`src/rtl/chop_pkg.sv`:
```
package chop_pkg;
  typedef enum logic [1:0] {
    ST_DIS   = 2'b00,
    ST_BLANK = 2'b01,
    ST_ON    = 2'b10,
    ST_OFF   = 2'b11
  } chop_state_e;
endpackage

```
`src/rtl/chop_sync.sv`:
```
module chop_sync #(
  parameter int STAGES = 2
) (
  input  logic clk_i,
  input  logic rst_ni,
  input  logic d_i,
  output logic q_o
);
  logic [STAGES-1:0] sr_q;

  generate
    for (genvar g = 0; g < STAGES; g++) begin : g_stage
      always_ff @(posedge clk_i or negedge rst_ni) begin
        if (!rst_ni)     sr_q[g] <= 1'b0;
        else if (g == 0) sr_q[g] <= d_i;
        else             sr_q[g] <= sr_q[(g == 0) ? 0 : g-1];
      end
    end
  endgenerate

  assign q_o = sr_q[STAGES-1];
endmodule

```
`src/rtl/chop_on_timer.sv`:
```
module chop_on_timer #(
  parameter int BLANK_CYC  = 4,
  parameter int MIN_ON_CYC = 8
) (
  input  logic clk_i,
  input  logic rst_ni,
  input  logic run_i,
  output logic blank_last_o,
  output logic min_done_o
);
  localparam int ON_W = $clog2(MIN_ON_CYC + 1);
  localparam logic [ON_W-1:0] LAST_CNT  = ON_W'(MIN_ON_CYC - 1);
  localparam logic [ON_W-1:0] BLANK_END = ON_W'(BLANK_CYC - 1);

  logic [ON_W-1:0] cnt_q;

  // counts cycles since turn-on, saturating once minimum on-time is met
  always_ff @(posedge clk_i or negedge rst_ni) begin
    if (!rst_ni)              cnt_q <= '0;
    else if (!run_i)          cnt_q <= '0;
    else if (cnt_q != LAST_CNT) cnt_q <= cnt_q + 1'b1;
  end

  assign blank_last_o = run_i && (cnt_q == BLANK_END);
  assign min_done_o   = run_i && (cnt_q == LAST_CNT);

  AST_CNT_BOUNDED: assert property (@(posedge clk_i) disable iff (!rst_ni)
    cnt_q <= LAST_CNT);
endmodule

```
`src/rtl/chop_off_timer.sv`:
```
module chop_off_timer #(
  parameter int CNT_W = 8
) (
  input  logic             clk_i,
  input  logic             rst_ni,
  input  logic             load_i,
  input  logic [CNT_W-1:0] load_val_i,
  input  logic             run_i,
  output logic             expire_o
);
  logic [CNT_W-1:0] left_q;

  always_ff @(posedge clk_i or negedge rst_ni) begin
    if (!rst_ni)                        left_q <= CNT_W'(1);
    else if (load_i)                    left_q <= (load_val_i == '0) ? CNT_W'(1) : load_val_i;
    else if (run_i && left_q > CNT_W'(1)) left_q <= left_q - 1'b1;
  end

  assign expire_o = (left_q <= CNT_W'(1));

  AST_LOAD_NONZERO: assert property (@(posedge clk_i) disable iff (!rst_ni)
    load_i |=> (left_q != '0));
  AST_COUNT_DOWN: assert property (@(posedge clk_i) disable iff (!rst_ni)
    (run_i && !load_i && !expire_o) |=> (left_q == $past(left_q) - 1'b1));
endmodule

```
`src/rtl/chop_ctrl.sv`:
```
module chop_ctrl
  import chop_pkg::*;
#(
  parameter int BLANK_CYC  = 4,
  parameter int MIN_ON_CYC = 8,
  parameter int CNT_W      = 8,
  parameter int SYNC_STG   = 2
) (
  input  logic             clk_i,
  input  logic             rst_ni,
  input  logic             en_i,
  input  logic             cmp_i,
  input  logic [CNT_W-1:0] toff_i,
  output logic             bridge_on_o,
  output logic [1:0]       phase_o
);
  chop_state_e state_q, state_d;
  logic cmp_s, pend_q, pend_d, trip;
  logic on_run, blank_last, min_done, off_expire;

  chop_sync #(.STAGES(SYNC_STG)) u_sync (
    .clk_i (clk_i),
    .rst_ni(rst_ni),
    .d_i   (cmp_i),
    .q_o   (cmp_s)
  );

  assign on_run = (state_q == ST_BLANK) || (state_q == ST_ON);

  chop_on_timer #(.BLANK_CYC(BLANK_CYC), .MIN_ON_CYC(MIN_ON_CYC)) u_on_tmr (
    .clk_i       (clk_i),
    .rst_ni      (rst_ni),
    .run_i       (on_run),
    .blank_last_o(blank_last),
    .min_done_o  (min_done)
  );

  chop_off_timer #(.CNT_W(CNT_W)) u_off_tmr (
    .clk_i     (clk_i),
    .rst_ni    (rst_ni),
    .load_i    (trip),
    .load_val_i(toff_i),
    .run_i     (state_q == ST_OFF),
    .expire_o  (off_expire)
  );

  // blanking masks the comparator; a trip inside the min-on window is held pending
  assign trip = en_i && (state_q == ST_ON) && min_done && (pend_q || cmp_s);

  always_comb begin
    state_d = state_q;
    if (!en_i) begin
      state_d = ST_DIS;
    end else begin
      unique case (state_q)
        ST_DIS:   state_d = ST_BLANK;
        ST_BLANK: if (blank_last) state_d = ST_ON;
        ST_ON:    if (trip)       state_d = ST_OFF;
        ST_OFF:   if (off_expire) state_d = ST_BLANK;
      endcase
    end
  end

  assign pend_d = (state_q == ST_ON) && (state_d == ST_ON) && (pend_q || cmp_s);

  always_ff @(posedge clk_i or negedge rst_ni) begin
    if (!rst_ni) begin
      state_q <= ST_BLANK;
      pend_q  <= 1'b0;
    end else begin
      state_q <= state_d;
      pend_q  <= pend_d;
    end
  end

  assign bridge_on_o = en_i && on_run;
  assign phase_o     = state_q;

  AST_EN_DISABLES: assert property (@(posedge clk_i) disable iff (!rst_ni)
    !en_i |=> (state_q == ST_DIS));
  AST_BLANK_NO_TRIP: assert property (@(posedge clk_i) disable iff (!rst_ni)
    (state_q == ST_BLANK) |=> (state_q != ST_OFF));
  AST_MIN_ON_HELD: assert property (@(posedge clk_i) disable iff (!rst_ni)
    (state_q == ST_ON && !min_done) |=> (state_q != ST_OFF));
  AST_OFF_HOLDS: assert property (@(posedge clk_i) disable iff (!rst_ni)
    (en_i && state_q == ST_OFF && !off_expire) |=> (state_q == ST_OFF));
  AST_OFF_RESTART: assert property (@(posedge clk_i) disable iff (!rst_ni)
    (en_i && state_q == ST_OFF && off_expire) |=> (state_q == ST_BLANK));
  AST_OFF_ENTRY: assert property (@(posedge clk_i) disable iff (!rst_ni)
    $rose(state_q == ST_OFF) |-> ($past(state_q) == ST_ON));
endmodule

```
`config.mk`:
```
export PLATFORM = sky130hd
export DESIGN_NAME = chop_ctrl
export DESIGN_NICKNAME = d
export VERILOG_FILES = /design/src/rtl/chop_pkg.sv /design/src/rtl/chop_sync.sv /design/src/rtl/chop_on_timer.sv /design/src/rtl/chop_off_timer.sv /design/src/rtl/chop_ctrl.sv
export SDC_FILE = /design/constraint.sdc
export NUM_CORES = 1
export LEC_CHECK = 0
export BUFFER_PORTS_ARGS = -buffer_cell sky130_fd_sc_hd__buf_4
export CORE_MARGIN = 3
export CORE_UTILIZATION = 55
export CTS_CLUSTER_DIAMETER = 30
export CTS_CLUSTER_SIZE = 12
export DETAILED_ROUTE_END_ITERATION = 8
export GPL_ROUTABILITY_DRIVEN = 0
export PLACE_DENSITY = 0.77
export SLEW_MARGIN = 25
export SYNTH_ARGS = -nofsm -noshare
export SYNTH_HDL_FRONTEND = slang
export SYNTH_SLANG_ARGS = --single-unit
export TNS_END_PERCENT = 100
```
`constraint.sdc`:
```
create_clock -name clk_i -period 2.9 [get_ports clk_i]
set_input_delay 0.29 -clock clk_i [delete_from_list [all_inputs] [get_ports clk_i]]
set_output_delay 0.29 -clock clk_i [all_outputs]
set_load 0.005 [all_outputs]
```
### Word level (Yosys, flattened, before mapping)

Cells that the tools add are included.

* register bits after elaboration: 17
* bits of input ports: 12
* word-level logic and storage cells: 42
* output and inout bits: 3

* $add $sub $neg: 2
* multiplexer cells: 10
* equal/unequal tests: 8
* order comparisons: 2
* reductions and logical operators: 14

Operators with widths (count)
* 8-bit two-way mux: 3
* 1-bit logical AND: 9
* 8-bit by 1-bit greater-than comparator with 1-bit output, second input constant: 1
* 8-bit by 1-bit <= comparator with 1-bit output, second input constant: 1
* 8-bit logical NOT: 1
* 2-bit two-way mux: 4
* 4-bit two-way mux: 2
* 2-bit one-hot mux with 4 select lines: 1
* 8-bit by 1-bit subtractor with 8-bit output, second input constant: 1
* 2-bit == test, second input constant: 3
* 4-bit by 1-bit adder with 4-bit output, second input constant: 1
* 4-bit by 2-bit == test with 1-bit output, second input constant: 1
* 4-bit by 3-bit == test with 1-bit output, second input constant: 1
* 4-bit by 3-bit inequality test with 1-bit output, second input constant: 1
* 2-bit by 1-bit == test with 1-bit output, second input constant: 1
* 2-bit logical NOT: 1
* 1-bit logical OR: 2
* 2-bit by 1-bit inequality test with 1-bit output, second input constant: 1
* 2-bit nonzero test: 1

### Depth between registers and ports, before layout

* depth in word-level cells: 11
* depth in mapped cells: 9
* mapped depth without buffers: 6

### Cells and area by module

Synthesis repeated with hierarchy kept, for this count alone.

* cells, all modules: 109
* area total of the unflattened synthesis: 1057.3 µm²

Modules (own cells, without submodules)
* chop_off_timer: cells an instance 62, area an instance 541.8 µm², seq. area each 201.4 µm², instances 1
* chop_ctrl: cells an instance 25, area an instance 250.2 µm², seq. area each 76.3 µm², instances 1
* chop_on_timer: cells an instance 20, area an instance 215.2 µm², seq. area each 100.1 µm², instances 1
* chop_sync: cells an instance 2, area an instance 50.0 µm², seq. area each 50.0 µm², instances 1

### Worst setup path after synthesis

OpenSTA, ideal clock, no wires.

* path type: flip-flop to flip-flop
* start point: register state_q[0] (netlist: phase_o[0])
* end point: register u_off_tmr.left_q[7]
* setup time: 0.069 ns
* cell stages (with the launch flop): 9
* period minus slack after synthesis: 2.253 ns
* arrival: 2.183 ns
* data required time: 2.831 ns
* path buffers: 2
* path slack: 0.647 ns
* path through: dfstp_2 > inv_1 > ha_1 > and4b_1 > buf_2 > and3_1 > clkbuf_1 > or4b_1 > nand3_1

* longest elaborated chain between the ends: 6
* elaborated cells between the ends (all ways): 11
* classes of those cells: eq/ne (3); mux (1); reduce/logical (7)

RTL lines
* start: declaration: RTL line chop_ctrl.sv:17 `chop_state_e state_q, state_d;`
* start signal: assignment: RTL line chop_ctrl.sv:71 `state_q <= state_d;`
* 2-bit by 1-bit == test with 1-bit output or 2-bit == test (tied branches): RTL line chop_ctrl.sv:28, chop_ctrl.sv:48
* 1-bit logical OR: RTL line chop_ctrl.sv:28 `assign on_run = (state_q == ST_BLANK) || (state_q == ST_ON);`
* 1-bit logical AND: RTL line chop_on_timer.sv:25 `assign min_done_o = run_i && (cnt_q == LAST_CNT);`
* 1-bit logical AND (2 in series): RTL line chop_ctrl.sv:48 `assign trip = en_i && (state_q == ST_ON) && min_done && (pend_q || cmp_s);`
* 8-bit two-way mux or 2-bit nonzero test (tied branches)
* end signal: assignment: RTL line chop_off_timer.sv:15 `else if (load_i) left_q <= (load_val_i == '0) ? CNT_W'(1) : load_val_i;`
* end signal: assignment: RTL line chop_off_timer.sv:16 `else if (run_i && left_q > CNT_W'(1)) left_q <= left_q - 1'b1;`
* end: declaration: RTL line chop_off_timer.sv:11 `logic [CNT_W-1:0] left_q;`

Several ways; a longest one is shown, not always the timed one.
A chain may end at the register's enable or synchronous reset.

### Final worst setup path

Ends and elaborated chain as after synthesis.

==> summary.md <==
| Metric | Value |
|---|---|
| Mux cell area share after synthesis | `0.0111` |
| Yosys reg bits | `17` |
| Root Buffer | `clkbuf_4` |
| Residual DRC | `0` |
| First-pass GRT wire length | `3470 um` |
| Diode count | `0` |
| Synth cell count leaders | `dfrtp_1, nand2_1, ha_1, o21ai_0, inv_1` |
| Largest family of logic cells by synthesized area | `simple AND/OR/NAND/NOR gates` |
| Sequential area share after synthesis | `0.421` |
| CTS tree | `done` |
| Yosys top cell by area | `dfrtp_1` |
| Post-route non-filler standard cell count | `~140` |
| Worst-Margin Slew | `around 500 ps` |
| Metal2 WL | `just under 900 um` |
| Die width | `~49 um` |
| Post-synth net total | `~120` |
| CP startpoint | `phase_o[0]$_DFF_PN1_` |
| Synth top area share | `0.369` |
| Post-synth cell types | `40` |
| Max-slew violation count | `0` |
| Reg clk slew, reported paths | `~100 ps` |
| Initial Util | `0.630` |
| IO buf count | `14` |
| Synth Area in Adders | `0.0985` |
| Die area | `2400 um2` |
| Max Freq | `between 0.4 and 0.5 GHz` |
| Max IR drop VDD | `about 300 uV` |
| Max-Cap Viols | `0` |
| Startpoint types | `flip-flop` |
| Critical Path RT | `approximately 3100 ps` |
| Sink Count | `17` |
| Met1 Wirelength | `between 900 and 1000 um` |
| RR Endpoint | `u_off_tmr.left_q[7]$_DFFE_PN0P_` |
| Reg2reg start | `phase_o[0]$_DFF_PN1_` |
| Post-detailed-routing wire length | `between 1500 and 2000 um` |
| H-tree level count | `1` |
| Hold crit path type | `in -> reg` |
| Hold Vio Cnt, Final | `0` |
| Post-synth EDFFs | `0` |
| RSZ-0062 raised after global routing | `false` |
| DP Wirelength | `about 1500 um` |
| Die Ht | `around 49 um` |
| Setup crit end kind | `flip-flop` |
| Synth area leaders | `dfrtp_1, ha_1, dfstp_2, nand2_1, o21ai_0` |
| Layout net count | `around 140` |
| Ys flop type | `dfrtp_1` |
| Fraction of the mapped netlist area in simple logic gates | `0.227` |
| Met3 wire len | `96 um` |
| Worst min-delay path startpoint | `cmp_i` |
| Worst hold endpoint | `u_sync.sr_q[0]$_DFF_PN0_` |
| Yosys warnings | `0` |
| Mean number of vias per cell | `5.88` |
| Worst rel slew slack | `0.668` |
| Via count | `about 850` |
| Area delta synth->final | `15.0%` |
| Site Rows | `14` |
| Max Root-Sink Buffers | `2` |
| Area fraction in compound gates after synthesis | `0.180` |
| Status | `finished clean` |
| Core ar. | `1610 um2` |
| Vias in the first global route | `just over 800` |
| Clock latency on the worst-skew pair | `roughly 300 ps` |
| Period utilization | `0.836` |
| # Post-CTS Setup Buffers | `0` |
| Pre-CTS setup slack | `approximately 510 ps` |
| Pwr per Cell Area | `roughly 360 nW/um2` |
| R2r worst-path depth | `6` |
| CP max FO | `16` |
| Ys async rst share | `1.00` |
| Top Ports | `15` |
| Hold Path Depth | `1` |
| Routed Antenna Nets | `0` |
| Synth Cell Area | `about 1000 um2` |
| FILL cells | `125` |
| Initial antenna violation count | `0` |
| Average wire per standard cell | `13.6 um` |
| Placed Cells | `~140` |
| Most instantiated library cell after synthesis | `dfrtp_1` |
| Highest routed metal layer | `met4` |
| Synthesized area per cell | `between 9 and 10 um2` |
| Synthesized instance count | `~100` |
| Final worst setup slack | `approximately 480 ps` |
| Final Skew | `about 2.9 ps` |
| Tot GR Track Use | `0.188` |
| Setup slack, reg-to-reg | `480 ps` |
| Final setup violation count | `0` |
| Crit path kind | `reg -> reg` |
| First-pass detailed-route iteration total | `4` |
| Initial DRC Count | `25` |
| Layout cells sized above 1 | `0.200` |
| Largest net degree at the start of global routing | `18` |
| Static Leak | `just under 0.5 nW` |
| CTS buffer count | `3` |
| XOR/XNOR Fraction of Synth Area | `0.0172` |
| Setup TNS | `0 ps` |
| Overflow left after global routing | `0` |
| Worst EP arrival | `about 2700 ps` |
| Fin crit period | `approximately 2400 ps` |
cells in the final DEF, fill, tap and decap left out, types with 2 or more instances in the layout:
cell,Yosys,routed
nand2_1,11,11
nor2b_1,2,2
dfstp_2,2,2
clkbuf_4,0,3
and3_1,2,2
or4_1,3,3
buf_4,0,14
and4b_1,2,2
nand3_1,6,6
dfrtp_1,15,15
inv_1,7,7
ha_1,8,8
nor2_1,5,5
o211ai_1,2,2
a31oi_1,2,2
o21ai_0,8,8
o311ai_0,2,2
a21oi_1,3,3
sequential cells by signal, summed over array words and instances (netlist names):
signal and flops:
u_off_tmr.left_q 8, u_on_tmr.cnt_q 4, phase_o 2, pend_q 1, u_sync.q_o 1, u_sync.sr_q 1
metal layers:
metal | track usage | up-vias
met1 | 0.245 | 404
met2 | 0.278 | 21
met4 | 0.109 | 0
li1 | - | 416
met3 | 0.0489 | 5
met5 | 0 | -
cells by family (layout without fill, tap and decap cells):
family,Yosys count,count (layout)
AND/OR/NAND/NOR,40,40
XOR/XNOR,2,2
AO/OA/AOI/OAI,26,26
adder cells (fa/ha/maj),8,8
buffers and inverters,10,26
multiplexers,1,1
flip-flops,17,17
metrics by stage:
stage / total power [W] / util / hold slack, ps / area [um2]
after floorplan: 0.000275 / - / -5.59 / 1020
after global placement: 0.000300 / 0.702 / 162 / 1130
after detailed placement: 0.000300 / 0.702 / 164 / 1130
after CTS: 0.000427 / 0.725 / 96.4 / 1170
after global routing: 0.000448 / 0.725 / 79.7 / 1170
final: 0.000425 / 0.725 / 94.4 / 1170
worst max-delay path by stage:
stage	end	slack [ps]	cells past startpoint
after floorplan	u_off_tmr.left_q[7]$_DFFE_PN0P_	650	8
after global placement	u_off_tmr.left_q[7]$_DFFE_PN0P_	590	6
after detailed placement	u_off_tmr.left_q[7]$_DFFE_PN0P_	510	6
after CTS	u_off_tmr.left_q[7]$_DFFE_PN0P_	480	6
after global routing	u_off_tmr.left_q[7]$_DFFE_PN0P_	330	6
final	u_off_tmr.left_q[7]$_DFFE_PN0P_	480	6
where the power goes:
group	internal (W)	switching, W	leakage, nW	total [W]
clock	0.0000514	0.0000767	0.0177	0.000128
sequential	0.000246	0.00000673	0.193	0.000253
combinational	0.0000231	0.0000205	0.282	0.0000436
area by class of cell:
class / instances / area, um2 / area share
multi-input combinational: 77 / 542 / 0.464
sequential: 17 / 428 / 0.366
timing repair buffer: 15 / 115 / 0.0985
tap: 24 / 30.0 / 0.0257
inverter: 7 / 26.3 / 0.0225
clock buffer: 3 / 22.5 / 0.0193
clock inverter: 1 / 5.00 / 0.00428
critical path, stage by stage (launching register included):
cell	delay [ps]
dfstp_2	590
inv_1	90
ha_1	370
and4b_1	300
and3_1	360
or4b_1	550
nand3_1	100
what timing repair did:
action,in CTS,in global routing
hold buffers,1,0
endpoints found under the hold margin,15,0
resized for setup,0,0
Power figures use the tool's default switching activity.
